## src/rtl/tk_pkg.sv

```systemverilog
package tk_pkg;

   localparam int unsigned TK_ADDR_W  = 2;
   localparam int unsigned TK_DATA_W  = 8;
   localparam int unsigned TK_NFIELDS = 3;

   typedef enum logic [TK_ADDR_W-1:0] {
      TK_A_SEC  = 2'd0,
      TK_A_MIN  = 2'd1,
      TK_A_HOUR = 2'd2,
      TK_A_CTRL = 2'd3
   } tk_addr_e;

   localparam int unsigned TK_BIT_HALT = 7;
   localparam int unsigned TK_BIT_SIGN = 5;

   // Next packed-BCD value; bit 8 flags a wrap to zero.
   function automatic logic [8:0] tk_bcd_step(input logic [7:0] v,
                                              input logic [3:0] hi_top,
                                              input logic [3:0] lo_top);
      logic [3:0] lo;
      logic [3:0] hi;
      logic [8:0] r;
      lo = v[3:0];
      hi = v[7:4];
      if ((hi > hi_top) || ((hi == hi_top) && (lo >= lo_top))) begin
         r = 9'h100;
      end else if (lo >= 4'd9) begin
         r = {1'b0, hi + 4'd1, 4'd0};
      end else begin
         r = {1'b0, hi, lo + 4'd1};
      end
      return r;
   endfunction

endpackage

```

## src/rtl/tk_bcd_field.sv

```systemverilog
module tk_bcd_field
   import tk_pkg::*;
#(
   parameter logic [3:0] HI_TOP = 4'd5,
   parameter logic [3:0] LO_TOP = 4'd9
) (
   input  logic                 clk,
   input  logic                 rst_n,
   input  logic                 inc,
   input  logic                 wr,
   input  logic [TK_DATA_W-1:0] wr_val,
   output logic [TK_DATA_W-1:0] q,
   output logic                 carry
);

   if (HI_TOP > 4'd9) begin : g_bad_hi
      $error("tk_bcd_field: HI_TOP must be a decimal digit");
   end
   if (LO_TOP > 4'd9) begin : g_bad_lo
      $error("tk_bcd_field: LO_TOP must be a decimal digit");
   end

   logic [8:0] step;

   always_comb begin
      step  = tk_bcd_step(q, HI_TOP, LO_TOP);
      carry = inc && step[8] && !wr;
   end

   always_ff @(posedge clk) begin
      if (!rst_n) begin
         q <= '0;
      end else if (wr) begin
         q <= wr_val;
      end else if (inc) begin
         q <= step[7:0];
      end
   end

   assert_write_wins_R9: assert property (@(posedge clk) disable iff (!rst_n)
      wr |=> (q == $past(wr_val)));

   assert_wrap_zero_R11: assert property (@(posedge clk) disable iff (!rst_n)
      carry |=> (q == '0));

   assert_hold_idle_R7: assert property (@(posedge clk) disable iff (!rst_n)
      (!inc && !wr) |=> $stable(q));

endmodule

```

## src/rtl/tk_prescaler.sv

```systemverilog
module tk_prescaler #(
   parameter int unsigned TB_PER_SEC = 32,
   parameter int unsigned WINDOW_SEC = 64,
   parameter int unsigned CAL_W      = 5
) (
   input  logic             clk,
   input  logic             rst_n,
   input  logic             run,
   input  logic             tb_tick,
   input  logic             restart,
   input  logic             cal_fast,
   input  logic [CAL_W-1:0] cal_mag,
   output logic             one_sec
);

   localparam int unsigned PW = $clog2(TB_PER_SEC + 1);
   localparam int unsigned WW = $clog2(WINDOW_SEC);
   localparam logic [PW-1:0] TERM_NOM  = PW'(TB_PER_SEC - 1);
   localparam logic [PW-1:0] TERM_FAST = PW'(TB_PER_SEC - 2);
   localparam logic [PW-1:0] TERM_SLOW = PW'(TB_PER_SEC);
   localparam logic [WW-1:0] WIN_LAST  = WW'(WINDOW_SEC - 1);

   if (TB_PER_SEC < 3) begin : g_bad_tb
      $error("tk_prescaler: TB_PER_SEC must be at least 3");
   end
   if (WINDOW_SEC < (1 << CAL_W)) begin : g_bad_win
      $error("tk_prescaler: window must exceed the largest trim magnitude");
   end

   logic [PW-1:0] pre_cnt;
   logic [WW-1:0] win_cnt;
   logic [PW-1:0] term;
   logic          adj;
   logic          at_term;

   always_comb begin
      adj     = (WW'(cal_mag) > win_cnt);
      term    = !adj ? TERM_NOM : (cal_fast ? TERM_FAST : TERM_SLOW);
      at_term = (pre_cnt >= term);
      one_sec = tb_tick && run && at_term && !restart;
   end

   always_ff @(posedge clk) begin
      if (!rst_n) begin
         pre_cnt <= '0;
         win_cnt <= '0;
      end else if (restart) begin
         pre_cnt <= '0;
         win_cnt <= '0;
      end else if (tb_tick && run) begin
         if (at_term) begin
            pre_cnt <= '0;
            win_cnt <= (win_cnt == WIN_LAST) ? '0 : win_cnt + 1'b1;
         end else begin
            pre_cnt <= pre_cnt + 1'b1;
         end
      end
   end

   assert_pre_bound_R8: assert property (@(posedge clk) disable iff (!rst_n)
      pre_cnt <= TERM_SLOW);

   assert_restart_clear_R10: assert property (@(posedge clk) disable iff (!rst_n)
      restart |=> (pre_cnt == '0) && (win_cnt == '0));

   assert_halt_hold_R7: assert property (@(posedge clk) disable iff (!rst_n)
      (!run && !restart) |=> $stable(pre_cnt) && $stable(win_cnt));

endmodule

```

## src/rtl/bcd_timekeeper.sv

```systemverilog
module bcd_timekeeper
   import tk_pkg::*;
#(
   parameter int unsigned TB_PER_SEC = 32,
   parameter int unsigned WINDOW_SEC = 64,
   parameter int unsigned CAL_W      = 5
) (
   input  logic                 clk,
   input  logic                 rst_n,
   input  logic                 tb_tick,
   input  logic                 wr_en,
   input  logic [TK_ADDR_W-1:0] wr_addr,
   input  logic [TK_DATA_W-1:0] wr_data,
   input  logic [TK_ADDR_W-1:0] rd_addr,
   output logic [TK_DATA_W-1:0] rd_data,
   output logic                 second_pulse
);

   if ((CAL_W < 1) || (CAL_W > 5)) begin : g_bad_cal
      $error("bcd_timekeeper: CAL_W must lie in 1..5");
   end

   logic                 halt_q;
   logic                 fast_q;
   logic [CAL_W-1:0]     mag_q;
   logic                 one_sec;
   logic                 sec_wr;
   logic [TK_NFIELDS-1:0] f_inc;
   logic [TK_NFIELDS-1:0] f_carry;
   logic [TK_NFIELDS-1:0] f_wr;
   logic [TK_DATA_W-1:0]  f_q [TK_NFIELDS];
   logic [TK_DATA_W-1:0]  ctrl_rd;

   assign sec_wr = f_wr[0];

   tk_prescaler #(
      .TB_PER_SEC (TB_PER_SEC),
      .WINDOW_SEC (WINDOW_SEC),
      .CAL_W      (CAL_W)
   ) u_pre (
      .clk      (clk),
      .rst_n    (rst_n),
      .run      (!halt_q),
      .tb_tick  (tb_tick),
      .restart  (sec_wr),
      .cal_fast (fast_q),
      .cal_mag  (mag_q),
      .one_sec  (one_sec)
   );

   assign f_inc[0] = one_sec;

   for (genvar g = 0; g < TK_NFIELDS; g++) begin : g_field
      localparam logic [3:0] HT = (g == 2) ? 4'd2 : 4'd5;
      localparam logic [3:0] LT = (g == 2) ? 4'd3 : 4'd9;
      assign f_wr[g] = wr_en && (wr_addr == TK_ADDR_W'(g));
      tk_bcd_field #(
         .HI_TOP (HT),
         .LO_TOP (LT)
      ) u_field (
         .clk    (clk),
         .rst_n  (rst_n),
         .inc    (f_inc[g]),
         .wr     (f_wr[g]),
         .wr_val (wr_data),
         .q      (f_q[g]),
         .carry  (f_carry[g])
      );
      if (g < TK_NFIELDS - 1) begin : g_chain
         assign f_inc[g+1] = f_carry[g];
      end
   end

   always_ff @(posedge clk) begin
      if (!rst_n) begin
         halt_q       <= 1'b0;
         fast_q       <= 1'b0;
         mag_q        <= '0;
         second_pulse <= 1'b0;
      end else begin
         second_pulse <= one_sec;
         if (wr_en && (wr_addr == TK_A_CTRL)) begin
            halt_q <= wr_data[TK_BIT_HALT];
            fast_q <= wr_data[TK_BIT_SIGN];
            mag_q  <= wr_data[CAL_W-1:0];
         end
      end
   end

   always_comb begin
      ctrl_rd              = '0;
      ctrl_rd[TK_BIT_HALT] = halt_q;
      ctrl_rd[TK_BIT_SIGN] = fast_q;
      ctrl_rd[CAL_W-1:0]   = mag_q;
      case (rd_addr)
         TK_A_SEC:  rd_data = f_q[0];
         TK_A_MIN:  rd_data = f_q[1];
         TK_A_HOUR: rd_data = f_q[2];
         default:   rd_data = ctrl_rd;
      endcase
   end

   assert_pulse_single_R5: assert property (@(posedge clk) disable iff (!rst_n)
      second_pulse |=> !second_pulse);

   assert_day_wrap_R4: assert property (@(posedge clk) disable iff (!rst_n)
      f_carry[2] |=> (f_q[2] == '0));

   assert_halt_freeze_R7: assert property (@(posedge clk) disable iff (!rst_n)
      (halt_q && !wr_en) |=> $stable(f_q[0]) && !second_pulse);

endmodule

```

## config.mk

```make
export PLATFORM = sky130hd
export DESIGN_NAME = bcd_timekeeper
export DESIGN_NICKNAME = d
export VERILOG_FILES = /design/src/rtl/tk_pkg.sv /design/src/rtl/tk_bcd_field.sv /design/src/rtl/tk_prescaler.sv /design/src/rtl/bcd_timekeeper.sv
export SDC_FILE = /design/constraint.sdc
export NUM_CORES = 1
export LEC_CHECK = 0
export ABC_AREA = 1
export BUFFER_PORTS_ARGS = -buffer_cell sky130_fd_sc_hd__buf_2
export CAP_MARGIN = 20
export CELL_PAD_IN_SITES_DETAIL_PLACEMENT = 0
export CELL_PAD_IN_SITES_GLOBAL_PLACEMENT = 1
export CORE_MARGIN = 2
export CORE_UTILIZATION = 39
export CTS_BUF_LIST = sky130_fd_sc_hd__clkbuf_16
export DETAILED_ROUTE_END_ITERATION = 8
export GPL_ROUTABILITY_DRIVEN = 1
export GPL_TIMING_DRIVEN = 0
export MAX_ROUTING_LAYER = met4
export PLACE_DENSITY_LB_ADDON = 0.1
export SYNTH_ARGS = -nofsm -noshare
export SYNTH_HDL_FRONTEND = slang
export SYNTH_HIERARCHICAL = 1
export SYNTH_SLANG_ARGS = --single-unit
```

## constraint.sdc

```tcl
create_clock -name clk -period 6.2 [get_ports clk]
set_input_delay 0.31 -clock clk [delete_from_list [all_inputs] [get_ports clk]]
set_output_delay 0.31 -clock clk [all_outputs]
set_load 0.005 [all_outputs]
```

## Yosys cells after proc, flatten, opt, wreduce, memory -nomap -nowiden

Index checks and enable logic that the tools add are counted.

- Input bits: 16
- Word-level logic and storage cells: 89
- Flip-flop bits (word level): 44

- Mux-type cells: 17
- Reductions and logical operators: 33
- Equal/unequal tests: 9
- Add/sub/neg operators: 8
- Bitwise gates (word level): 1
- $lt $le $gt $ge: 9

Operators by type and width:

| operator | count |
|---|---|
| 8-bit two-way mux | 10 |
| 4-bit by 1-bit adder with 4-bit output, second input constant | 6 |
| 6-bit two-way mux | 4 |
| 8-bit one-hot mux with 3 select lines | 1 |
| 9-bit two-way mux | 2 |
| 1-bit logical AND | 14 |
| 6-bit by 1-bit adder with 6-bit output, second input constant | 2 |
| 4-bit >= comparator, second input constant | 3 |
| 3-bit nonzero test | 3 |
| 4-bit by 3-bit equality test with 1-bit output, second input constant | 2 |
| 4-bit by 3-bit greater-than comparator with 1-bit output, second input constant | 2 |
| 2-bit AND reduction | 4 |
| 2-bit equality test, second input constant | 3 |
| 6-bit equality test, second input constant | 1 |
| 6-bit >= comparator | 1 |
| 5-bit by 6-bit greater-than comparator with 1-bit output | 1 |
| 2-bit nonzero test | 3 |
| 2-bit by 1-bit equality test with 1-bit output, second input constant | 2 |
| 4-bit by 2-bit equality test with 1-bit output, second input constant | 1 |
| 4-bit by 2-bit >= comparator with 1-bit output, second input constant | 1 |
| 4-bit by 2-bit greater-than comparator with 1-bit output, second input constant | 1 |
| 2-bit logical NOT | 2 |
| 1-bit logical NOT | 3 |
| 1-bit logical OR | 3 |
| other kinds (2) | 2 |

## Logic depth before layout (Yosys ltp)

Gate-level depths: netlist of the first run.

- Depth in word-level cells: 11
- Depth in mapped cells: 27
- Depth with buffers taken out: 27

## Modules after synthesis

The synthesis of the first run kept the hierarchy.

By module, submodules not included:

| module | times used | area each (µm²) | cells each |
|---|---|---|---|
| tk_bcd_field at g_field[0].u_field ... | 2 | 664.4 | 93 |
| tk_prescaler | 1 | 902.1 | 121 |
| bcd_timekeeper | 1 | 599.3 | 99 |
| tk_bcd_field at g_field[2].u_field | 1 | 574.3 | 87 |

## Worst setup path before layout of the first run

Ideal clock, no wire load.

- Kind: reg2reg
- Start point: register u_pre.win_cnt[2]
- End point: register g_field[2].u_field.q[4]
- Stages on the path, launching flop included: 24
- Path buffers: 0
- Arrival: 3.427 ns
- Required time: 6.087 ns
- Setup time: 0.113 ns
- Path slack: 2.660 ns
- Cell sequence: dfxtp_1 -> inv_2 -> ha_1 -> nand2_1 -> nor2_4 -> nand2_1 -> nand3_2 -> nand2_1 -> ha_1 -> inv_1 -> nand2_1 -> a21oi_1 -> a21boi_0 -> nand2_4 -> nand2_8 -> nand2_8 -> nor2_1 -> nor3b_1 -> nor3b_1 -> nor2_4 -> inv_1 -> nand2_2 -> nor2_1 -> nor2_1

- Word-level cells in the longest chain between the ends: 11

Ends and longest elaborated chain:

| what | RTL line | RTL |
|---|---|---|
| start: declaration | tk_prescaler.sv:31 | `logic [WW-1:0] win_cnt;` |
| start signal: assignment | tk_prescaler.sv:53 | `win_cnt <= (win_cnt == WIN_LAST) ? '0 : win_cnt + 1'b1;` |
| 5-bit by 6-bit greater-than comparator with 1-bit output | tk_prescaler.sv:37 | `adj = (WW'(cal_mag) > win_cnt);` |
| 6-bit two-way mux | tk_prescaler.sv:38 | `term = !adj ? TERM_NOM : (cal_fast ? TERM_FAST : TERM_SLOW);` |
| 6-bit >= comparator | tk_prescaler.sv:39 | `at_term = (pre_cnt >= term);` |
| 1-bit logical AND (2 in a row) | tk_prescaler.sv:40 | `one_sec = tb_tick && run && at_term && !restart;` |
| named net one_sec | bcd_timekeeper.sv:26 | `logic one_sec;` |
| 1-bit logical AND (2 in a row) | tk_bcd_field.sv:27 | `carry = inc && step[8] && !wr;` |
| named net f_carry[0] | bcd_timekeeper.sv:29 | `logic [TK_NFIELDS-1:0] f_carry;` |
| 1-bit logical AND (2 in a row) | tk_bcd_field.sv:27 |  |
| named net f_carry[1] | bcd_timekeeper.sv:29 |  |
| 2-bit nonzero test (no line) | -- |  |
| 2-bit AND reduction (no line) | -- |  |
| end signal: assignment | tk_bcd_field.sv:34 | `q <= wr_val;` |
| end signal: assignment | tk_bcd_field.sv:36 | `q <= step[7:0];` |
| end: declaration | tk_bcd_field.sv:12 | `output logic [TK_DATA_W-1:0] q,` |

The timed path passes the listed nets, and every way through them passes these cells.
A chain may end at the register's enable or synchronous reset.

## Worst setup path after layout of the first run

Ends and elaborated chain as after synthesis.

==> results.cfg, run 1 <==
[critical_path]
worst-path-buf-inv = 3
cp_slowest_stage_delay_ps = 460
cp_slowest_cell = nor3b_1
path_cells = inv_2 -> ha_1 -> nand2_1 -> nor2_4 -> nand2_1 -> nand3_2 -> nand2_1 -> ha_1 -> inv_1 -> nand2_1 -> a21oi_1 -> a21boi_0 -> nand2_4 -> nand2_8 -> nand2_8 -> nor2_1 -> nor3b_1 -> nor3b_1 -> nor2_4 -> inv_1 -> nand2_2 -> nand2_1 -> nand2_1 -> nor2_1
worst_ep_required_time_ps = 6430
cp-start-kind = flip-flop
crit_type = reg2reg
worstPathArrival_ps = 4390
end_kind = flip-flop
crit_fanout = 8
crit_top_cell = nand2_1
cp_top_family = simple AND/OR/NAND/NOR gates

[clock_network]
holdBufCountCts = 0
cts-root-buf = clkbuf_16
post_cts.repair.setup_buffers = 0
cts_buffers = 5
cts_resized = 0
clk_path_buf_depth = 2
clk_latency_ps = 290
cts_tree = done
cts_htree_levels = 2
path_clk_slew_ps = 70
cts.sinks = 44

[sta]
worst_pin_slew_ps = 504
relSlewSlack_pct = 66.3
max_freq_mhz = 240
slew_violations = 0
layout_worst_path_cycle_share_pct = 67.2
fin_skew_ps = 7.18
fin_crit_ps = 4170
rsz0062_at_grt = false
setup_tns_ps = 0
finalHoldViolations = 0
setup_violations = 0
whs_ps = 353

[detailed_routing]
vias = 3154
viasPerCell = 5.01
antenna_left = 0
wl_per_cell_um = 14.0
drt_iter0_markers = 153
detail_route.first_pass.iterations = 4
wirelength_um = 8840
drc = 0

[final_layout]
fin_area_um2 = 3790
antenna_cells = 0
drive_above_1_share_pct = 17.9
num-nets-final = 564
fin_cells = 629
syn_to_final_growth_pct = 11.5
fin_util_pct = 44.1

[placed_design]
port_buffers = 22
dp_hpwl_um = 6630
place_inst = 621
place_area_um2 = 3640
place.gp.congestion = 0.844

[pwr]
switching_share_pct = 30.9
vdd_drop_max_v = 0.0000948
clockPowerShare_pct = 37.4
seqPwrFrac_pct = 43.4
leakage_nw = 1.80
switchingPower_w = 0.000219
p_comb_share_pct = 19.2
power.density_nw_per_um2 = 187
p_int_w = 0.000489

[floorplanning]
die_y_um = 97.3
start_util_pct = 39.5
num_rows = 34
die-area_um2 = 9470
coreArea_um2 = 8590
io_pins = 25
dieWidth_um = 97.3

[synthesis]
syn-num-nets = 534
avgSynthCellArea_um2 = 6.92
yosys_warnings = 6
syn_inst = 491
syn_area_um2 = 3400

[global_routing]
grt_pass1_wl_um = 14700
grt_pass1_vias = 3022
antenna_found_initial = 0
grt_overflow = 0
grt.total_usage_pct = 19.8
grt_max_degree = 18

[run_status]
status = finished, final reports clean

[min_path]
hp-class = in2reg

[run]
maxCapViolations = 0
## power groups by stage
stage	registers, W	clock network (W)	logic (W)
finish	0.000307	0.000265	0.000136
global route	0.000308	0.000286	0.000153
CTS	0.000307	0.000277	0.000137
detailed placement	0.000313	0	0.000136
global placement	0.000313	0	0.000134
floorplan	0.000308	0	0.000102
## worst paths after layout
check | from | end | slack, ps | cells after the start
min reg2reg | u_pre/win_cnt[4] | u_pre/win_cnt[4] | 480 | 2
max reg2reg | u_pre/win_cnt[2] | g_field[2].u_field/q[4] | 2030 | 24
min | wr_data[3] | mag_q[3] | 350 | 3
max | u_pre/win_cnt[2] | g_field[2].u_field/q[4] | 2030 | 24
## layout make-up
type / count / area (µm²)
multi-input combinational: 373 / 2190
fill: 915 / 4810
buffer: 9 / 78.8
clock buffer: 5 / 125
inverter: 65 / 244
clock inverter: 2 / 12.5
timing repair buffer: 23 / 118
tap: 108 / 135
sequential: 44 / 881
## per-stage QoR
step	power [W]	setup WS (ps)
floorplan	0.000410	2720
global placement	0.000447	2050
detailed placement	0.000450	2010
CTS	0.000721	2020
global route	0.000747	1610
finish	0.000708	2030
## metal layers
metal / wire length (µm) / global-route usage [%] / share of wire [%]
met5: 0 / - / 0
met4: 116 / 5.56 / 1.3
met3: 294 / 3.02 / 3.3
met2: 3800 / 30.7 / 43
met1: 4630 / 27.0 / 52
## registers in the layout, summed over array words and instances, names as in the netlist
register           cells
fast_q                 1
second_pulse           1
halt_q                 1
g_field.u_field/q     24
u_pre/win_cnt          6
u_pre/pre_cnt          6
mag_q                  5
## layout by cell type (no fill, tap or decap), types with 2 or more instances in the layout
cell / instances
a21oi_1: 23
a21oi_4: 2
a22oi_1: 12
buf_2: 25
buf_4: 2
buf_6: 3
clkbuf_16: 5
dfxtp_1: 44
ha_1: 27
inv_1: 58
inv_2: 7
nand2_1: 114
nand2_2: 12
nand2_4: 9
nand2_8: 2
nand3_1: 45
nand3_2: 4
nand3_4: 3
nand3b_1: 2
nand4_1: 20
nor2_1: 57
nor2_2: 11
nor2_4: 3
nor3_1: 4
nor3b_1: 3
o21ai_0: 5
xnor2_1: 6
xor2_1: 7
## tightest hold or removal path: cells and delay by family
| family | cells | cell delay (ps) |
|---|---|---|
| buf+inv | 1 | 160 |
| simple gates | 2 | 140 |
(Power assumes the default switching activity.)
==> inputs of run 2 (changes only) <==
ABC_AREA = 0   (was 1)
clock period = 4.3 ns   (was 6.2 ns; I/O delays follow)
==> run 2 against run 1 <==
Against the previous run: sequential power increased by 44%; critical path depth decreased by 5; synthesized cell count decreased by 25%; die area decreased by 7.0%; clock power increased by 67%; clock skew decreased by 1.8 ps; non-clock buffer count increased by 5; worst hold slack got worse by 130 ps; sequential share of layout area increased by 1.2 points; combinational power increased by 15%; register-to-register slack got worse by 1700 ps; critical path type unchanged; routed wire length decreased by 7.6%.
==> results.cfg, run 2 <==
[final_layout]
drive_above_1_share_pct = 16.8
largestRegisters = g_field.u_field/q (24), u_pre/pre_cnt (6), u_pre/win_cnt (6)
largest_register_ffs = 24
top_register = g_field.u_field/q
fin_area_um2 = 3610
fin_util_pct = 46.5
layout_commonest_cell = nand2_1
final_cell_mix = nand2_1, dfxtp_1, inv_1
seqCellArea_um2 = 886
antenna_cells = 0
fin_cells = 502
multi_input_area_um2 = 2130
fillCellCount = 835
num-nets-final = 442
syn_to_final_growth_pct = 14.9

[floorplanning]
die-area_um2 = 8800
dieWidth_um = 93.8
io_pins = 25
num_rows = 32
die_y_um = 93.8
coreArea_um2 = 7770
start_util_pct = 40.5

[critical_path]
worst_ep_required_time_ps = 4510
path_cells = inv_1 -> ha_1 -> and3_1 -> and3_4 -> a211o_1 -> ha_1 -> nand2b_1 -> a21oi_1 -> o21bai_1 -> o211ai_2 -> buf_4 -> nor2_4 -> nand2b_1 -> nor2_4 -> nand2b_1 -> nor2_4 -> inv_2 -> or4b_1 -> a31oi_1
crit_type = reg2reg
cp-start-kind = flip-flop
crit_fanout = 10
cp_top_family = simple AND/OR/NAND/NOR gates
end_kind = flip-flop
cp_slowest_stage_delay_ps = 510
worstPathArrival_ps = 4210
worst-path-buf-inv = 3
cp_slowest_cell = or4b_1

[detailed_routing]
drt_iter0_markers = 161
wirelength_um = 8170
vias = 2789
detail_route.first_pass.iterations = 4
antenna_left = 0
viasPerCell = 5.56
wl_per_cell_um = 16.3
drc = 0

[sta]
layout_worst_path_cycle_share_pct = 92.8
fin_skew_ps = 5.34
slew_violations = 0
fin_crit_ps = 3990
relSlewSlack_pct = 40.2
worst_pin_slew_ps = 894
finalHoldViolations = 0
max_freq_mhz = 250
rsz0062_at_grt = false
setup_violations = 0

[run]
maxCapViolations = 0

[global_routing]
grt_util_met2_pct = 30.4
grt_pass1_wl_um = 13200
use_met1_pct = 27.7
grt.total_usage_pct = 19.9
grt_overflow = 0
gr-max-usage-layer = met2
grt_pass1_vias = 2569
use_met3_pct = 2.41
grt_max_degree = 29
antenna_found_initial = 0

[clock_network]
cts_buffers = 5
cts_tree = done
cts_htree_levels = 2
path_clk_slew_ps = 70
cts.sinks = 44
holdBufCountCts = 0
clk_latency_ps = 290
clk_path_buf_depth = 2
cts-root-buf = clkbuf_16

[placed_design]
dp_hpwl_um = 6080
port_buffers = 22
place_area_um2 = 3380
place.gp.congestion = 0.781
place_inst = 491

[synthesis]
yosys_warnings = 6
avgSynthCellArea_um2 = 8.57
syn_inst = 367
syn-num-nets = 410
syn_area_um2 = 3150

[pwr]
seqPwrFrac_pct = 42.4
switchingPower_w = 0.000276
switching_share_pct = 26.5
power.density_nw_per_um2 = 288
p_int_w = 0.000764
vdd_drop_max_v = 0.000165
leakage_nw = 1.41
p_comb_share_pct = 15.0
clockPowerShare_pct = 42.5

[min_path]
hp-class = in2reg

[run_status]
status = finished, final reports clean
[run 2: metrics by stage]
step | worst slack, ps | TNS (ps) | total power (W) | hold WS, ps
after floorplan | 9.15 | 0 | 0.000554 | 333
after global placement | -926 | -8760 | 0.000602 | 469
after detailed placement | -928 | -8680 | 0.000604 | 468
after CTS | 65.7 | 0 | 0.00105 | 223
after global routing | 23.4 | 0 | 0.00109 | 230
final | 308 | 0 | 0.00104 | 226
[run 2: worst paths after layout]
kind                            slack (ps)                 endpoint  cells past startpoint             start
worst max-delay path                   310  g_field[2].u_field/q[5]                     19  u_pre/win_cnt[2]
worst min-delay path                   230                 mag_q[3]                      3        wr_data[3]
worst max register to register         310  g_field[2].u_field/q[5]                     19  u_pre/win_cnt[2]
worst min register to register         480                 mag_q[2]                      2          mag_q[2]
[run 2: final cells by class]
| class | count | share of cell area, % |
|---|---|---|
| Multi-Input combinational cell | 281 | 58.8 |
| Timing Repair Buffer | 25 | 3.67 |
| Tap cell | 102 | 3.53 |
| Inverter | 30 | 3.12 |
| Sequential cell | 44 | 24.5 |
| Buffer | 12 | 1.70 |
| Clock buffer | 5 | 3.46 |
| Clock inverter | 3 | 1.18 |
[run 2: tightest hold or removal path: cells and delay by family]
family	cells	cell delay (ps)
buffers and inverters	1	140
multiplexers	1	50
AND/OR/NAND/NOR	1	60
[run 2: power by group through the flow]
stage | Sequential [W] | Clock (W) | Combinational (W)
finish | 0.000441 | 0.000442 | 0.000156
global route | 0.000444 | 0.000471 | 0.000176
CTS | 0.000441 | 0.000451 | 0.000156
detailed placement | 0.000450 | 0 | 0.000154
global placement | 0.000450 | 0 | 0.000152
floorplan | 0.000443 | 0 | 0.000111
[run 2: metal layers]
layer  routed length [µm]  part of all wire, %
met1                 4010                   49
met4                  112                  1.4
met3                  408                  5.0
met5                    0                    0
met2                 3630                   44
[run 2: what timing repair did]
item | 4_1_cts | 5_1_grt
resized for setup | 6 | 9
buffers inserted | 3 | 0
endpoints found under the hold margin | 0 | 0
endpoints found under the setup margin | 16 | 10
pin swaps | 2 | 3
==> inputs of run 3 (changes only) <==
CORE_ASPECT_RATIO = 0.8   (was default)
==> run 3 against run 2 <==
Against the previous run: power fell by 6.4%; routed wire length is 0.76% higher; die area barely moved.
==> results.cfg, run 3 (synthesized netlist as in run 2, its figures left out) <==
[run_status]
status = finished, final reports clean

[clock_network]
cts_buffers = 5
holdBufCountCts = 0
cts_htree_levels = 2
clk_path_buf_depth = 2
path_clk_slew_ps = 60
clk_latency_ps = 280
cts.sinks = 44
cts-root-buf = clkbuf_16
cts_tree = done

[critical_path]
worstRegToRegCells = 19
cp_slowest_cell = or4b_1
regToRegSetupSlack_ps = 300
worst_ep_required_time_ps = 4510
cp-start-kind = flip-flop
regToRegStartpoint = u_pre/win_cnt[2]
crit_type = reg2reg
worstPathArrival_ps = 4220
r2r_end = g_field[2].u_field/q[5]
crit_fanout = 10
path_cells = inv_1 -> ha_1 -> and3_1 -> and3_4 -> a211o_1 -> ha_1 -> nand2b_1 -> a21oi_1 -> o21bai_1 -> o211ai_2 -> clkbuf_4 -> nor2_4 -> nand2b_1 -> nor2_4 -> nand2b_1 -> nor2_4 -> inv_1 -> or4b_1 -> a31oi_1
end_kind = flip-flop
cp_slowest_stage_delay_ps = 520

[floorplanning]
dieWidth_um = 104
start_util_pct = 40.0
die_y_um = 84.3
die-area_um2 = 8810
io_pins = 25
num_rows = 29
coreArea_um2 = 7870

[final_layout]
syn_to_final_growth_pct = 14.9
drive_above_1_share_pct = 17.4
seqCellArea_um2 = 886
multi_input_area_um2 = 2130
antenna_cells = 0
fillCellCount = 801
top_register = g_field.u_field/q
largest_register_ffs = 24
largestRegisters = g_field.u_field/q (24), u_pre/pre_cnt (6), u_pre/win_cnt (6)
final_cell_mix = nand2_1, dfxtp_1, inv_1
fin_cells = 510
num-nets-final = 444
layout_commonest_cell = nand2_1

[sta]
setup_violations = 0
rsz0062_at_grt = false
max_freq_mhz = 250
fin_skew_ps = 3.35
finalHoldViolations = 0
fin_crit_ps = 4000
layout_worst_path_cycle_share_pct = 93.1
worst_pin_slew_ps = 982
slew_violations = 0
setup_tns_ps = 0
relSlewSlack_pct = 34.4

[global_routing]
grt.total_usage_pct = 20.0
grt_pass1_wl_um = 13500
grt_max_degree = 29
grt_pass1_vias = 2525
antenna_found_initial = 0
grt_overflow = 0

[placed_design]
place.gp.congestion = 0.837
dp_hpwl_um = 6240
place_inst = 497
port_buffers = 22

[detailed_routing]
wl_per_cell_um = 16.1
antenna_left = 0
detail_route.first_pass.iterations = 4
vias = 2785
drc = 0
viasPerCell = 5.46
wirelength_um = 8230
drt_iter0_markers = 113

[run]
maxCapViolations = 0

[min_path]
hp-class = in2reg
whs_path_depth = 3
hold_end = fast_q
worstHoldStart = wr_data[5]

[pwr]
leakage_nw = 1.41
power.density_nw_per_um2 = 269
vdd_drop_max_v = 0.000150
-- run 3: cell types whose count changed in the layout (fill, tap and decap cells not counted) --
cell	change
ha_2	+1
clkinv_2	+2
clkinv_4	-1
inv_1	+1
inv_2	-1
a21oi_2	+1
ha_1	-1
a21oi_1	-1
clkbuf_4	+1
buf_4	+1
bufinv_16	-1
-- run 3: worst max path at each step --
stage / endpoint / startpoint / depth (start not counted)
global route: g_field[2].u_field/q[5] / u_pre/win_cnt[2] / 19
detailed placement: g_field[2].u_field/q[5] / u_pre/win_cnt[2] / 19
floorplan: g_field[2].u_field/q[5] / u_pre/win_cnt[2] / 19
CTS: g_field[2].u_field/q[5] / u_pre/win_cnt[2] / 19
global placement: g_field[2].u_field/q[5] / u_pre/win_cnt[2] / 19
finish: g_field[2].u_field/q[5] / u_pre/win_cnt[2] / 19
-- run 3: layout make-up --
class                   count  area share, %
inverters                  30           3.12
well taps                 108           3.74
plain buffers              12           1.70
multi-input cells         281           59.0
flip-flops and latches     44           24.5
repair buffers             27           4.08
clock buffers               5           3.46
clock inverters             3          0.381
-- run 3: repair_timing --
item / CTS / global route
buffers inserted: 3 / 2
cloned: 0 / 0
pin swaps: 3 / 2
gates resized for setup: 6 / 9
endpoints found under the setup margin: 16 / 12
-- run 3: critical path, delay by kind of cell (launching register included) --
kind / cells / cell delay (ps)
AOI/OAI and AO/OA: 5 / 840
adders and majority gates: 2 / 530
buffers and inverters: 3 / 430
DFF: 1 / 370
and+or+nand+nor: 9 / 1760
-- run 3: metal layers --
metal  wire [µm]  global-route usage (%)
met4          68                    4.42
met5           0                       -
met3         333                    2.80
met2        3470                    28.3
met1        4360                    29.8
-- run 3: report_power, final --
group          total, W  internal [W]  switching, W  leakage, nW
clock network  0.000372      0.000211      0.000160       0.0710
registers      0.000442      0.000421     0.0000207        0.359
logic          0.000160     0.0000720     0.0000880        0.980
-- run 3: metrics by stage --
step                      total power (W)  util (%)  instance area, µm²  setup WS (ps)  hold WS, ps
after floorplan                  0.000554         -                3150           9.15          333
after detailed placement         0.000605      43.1                3390          -1040          474
after global placement           0.000602      43.1                3390          -1020          467
after CTS                        0.000981      45.4                3580           43.7          227
final                            0.000973      45.9                3610            296          230
after global routing              0.00103      45.9                3610           26.5          240
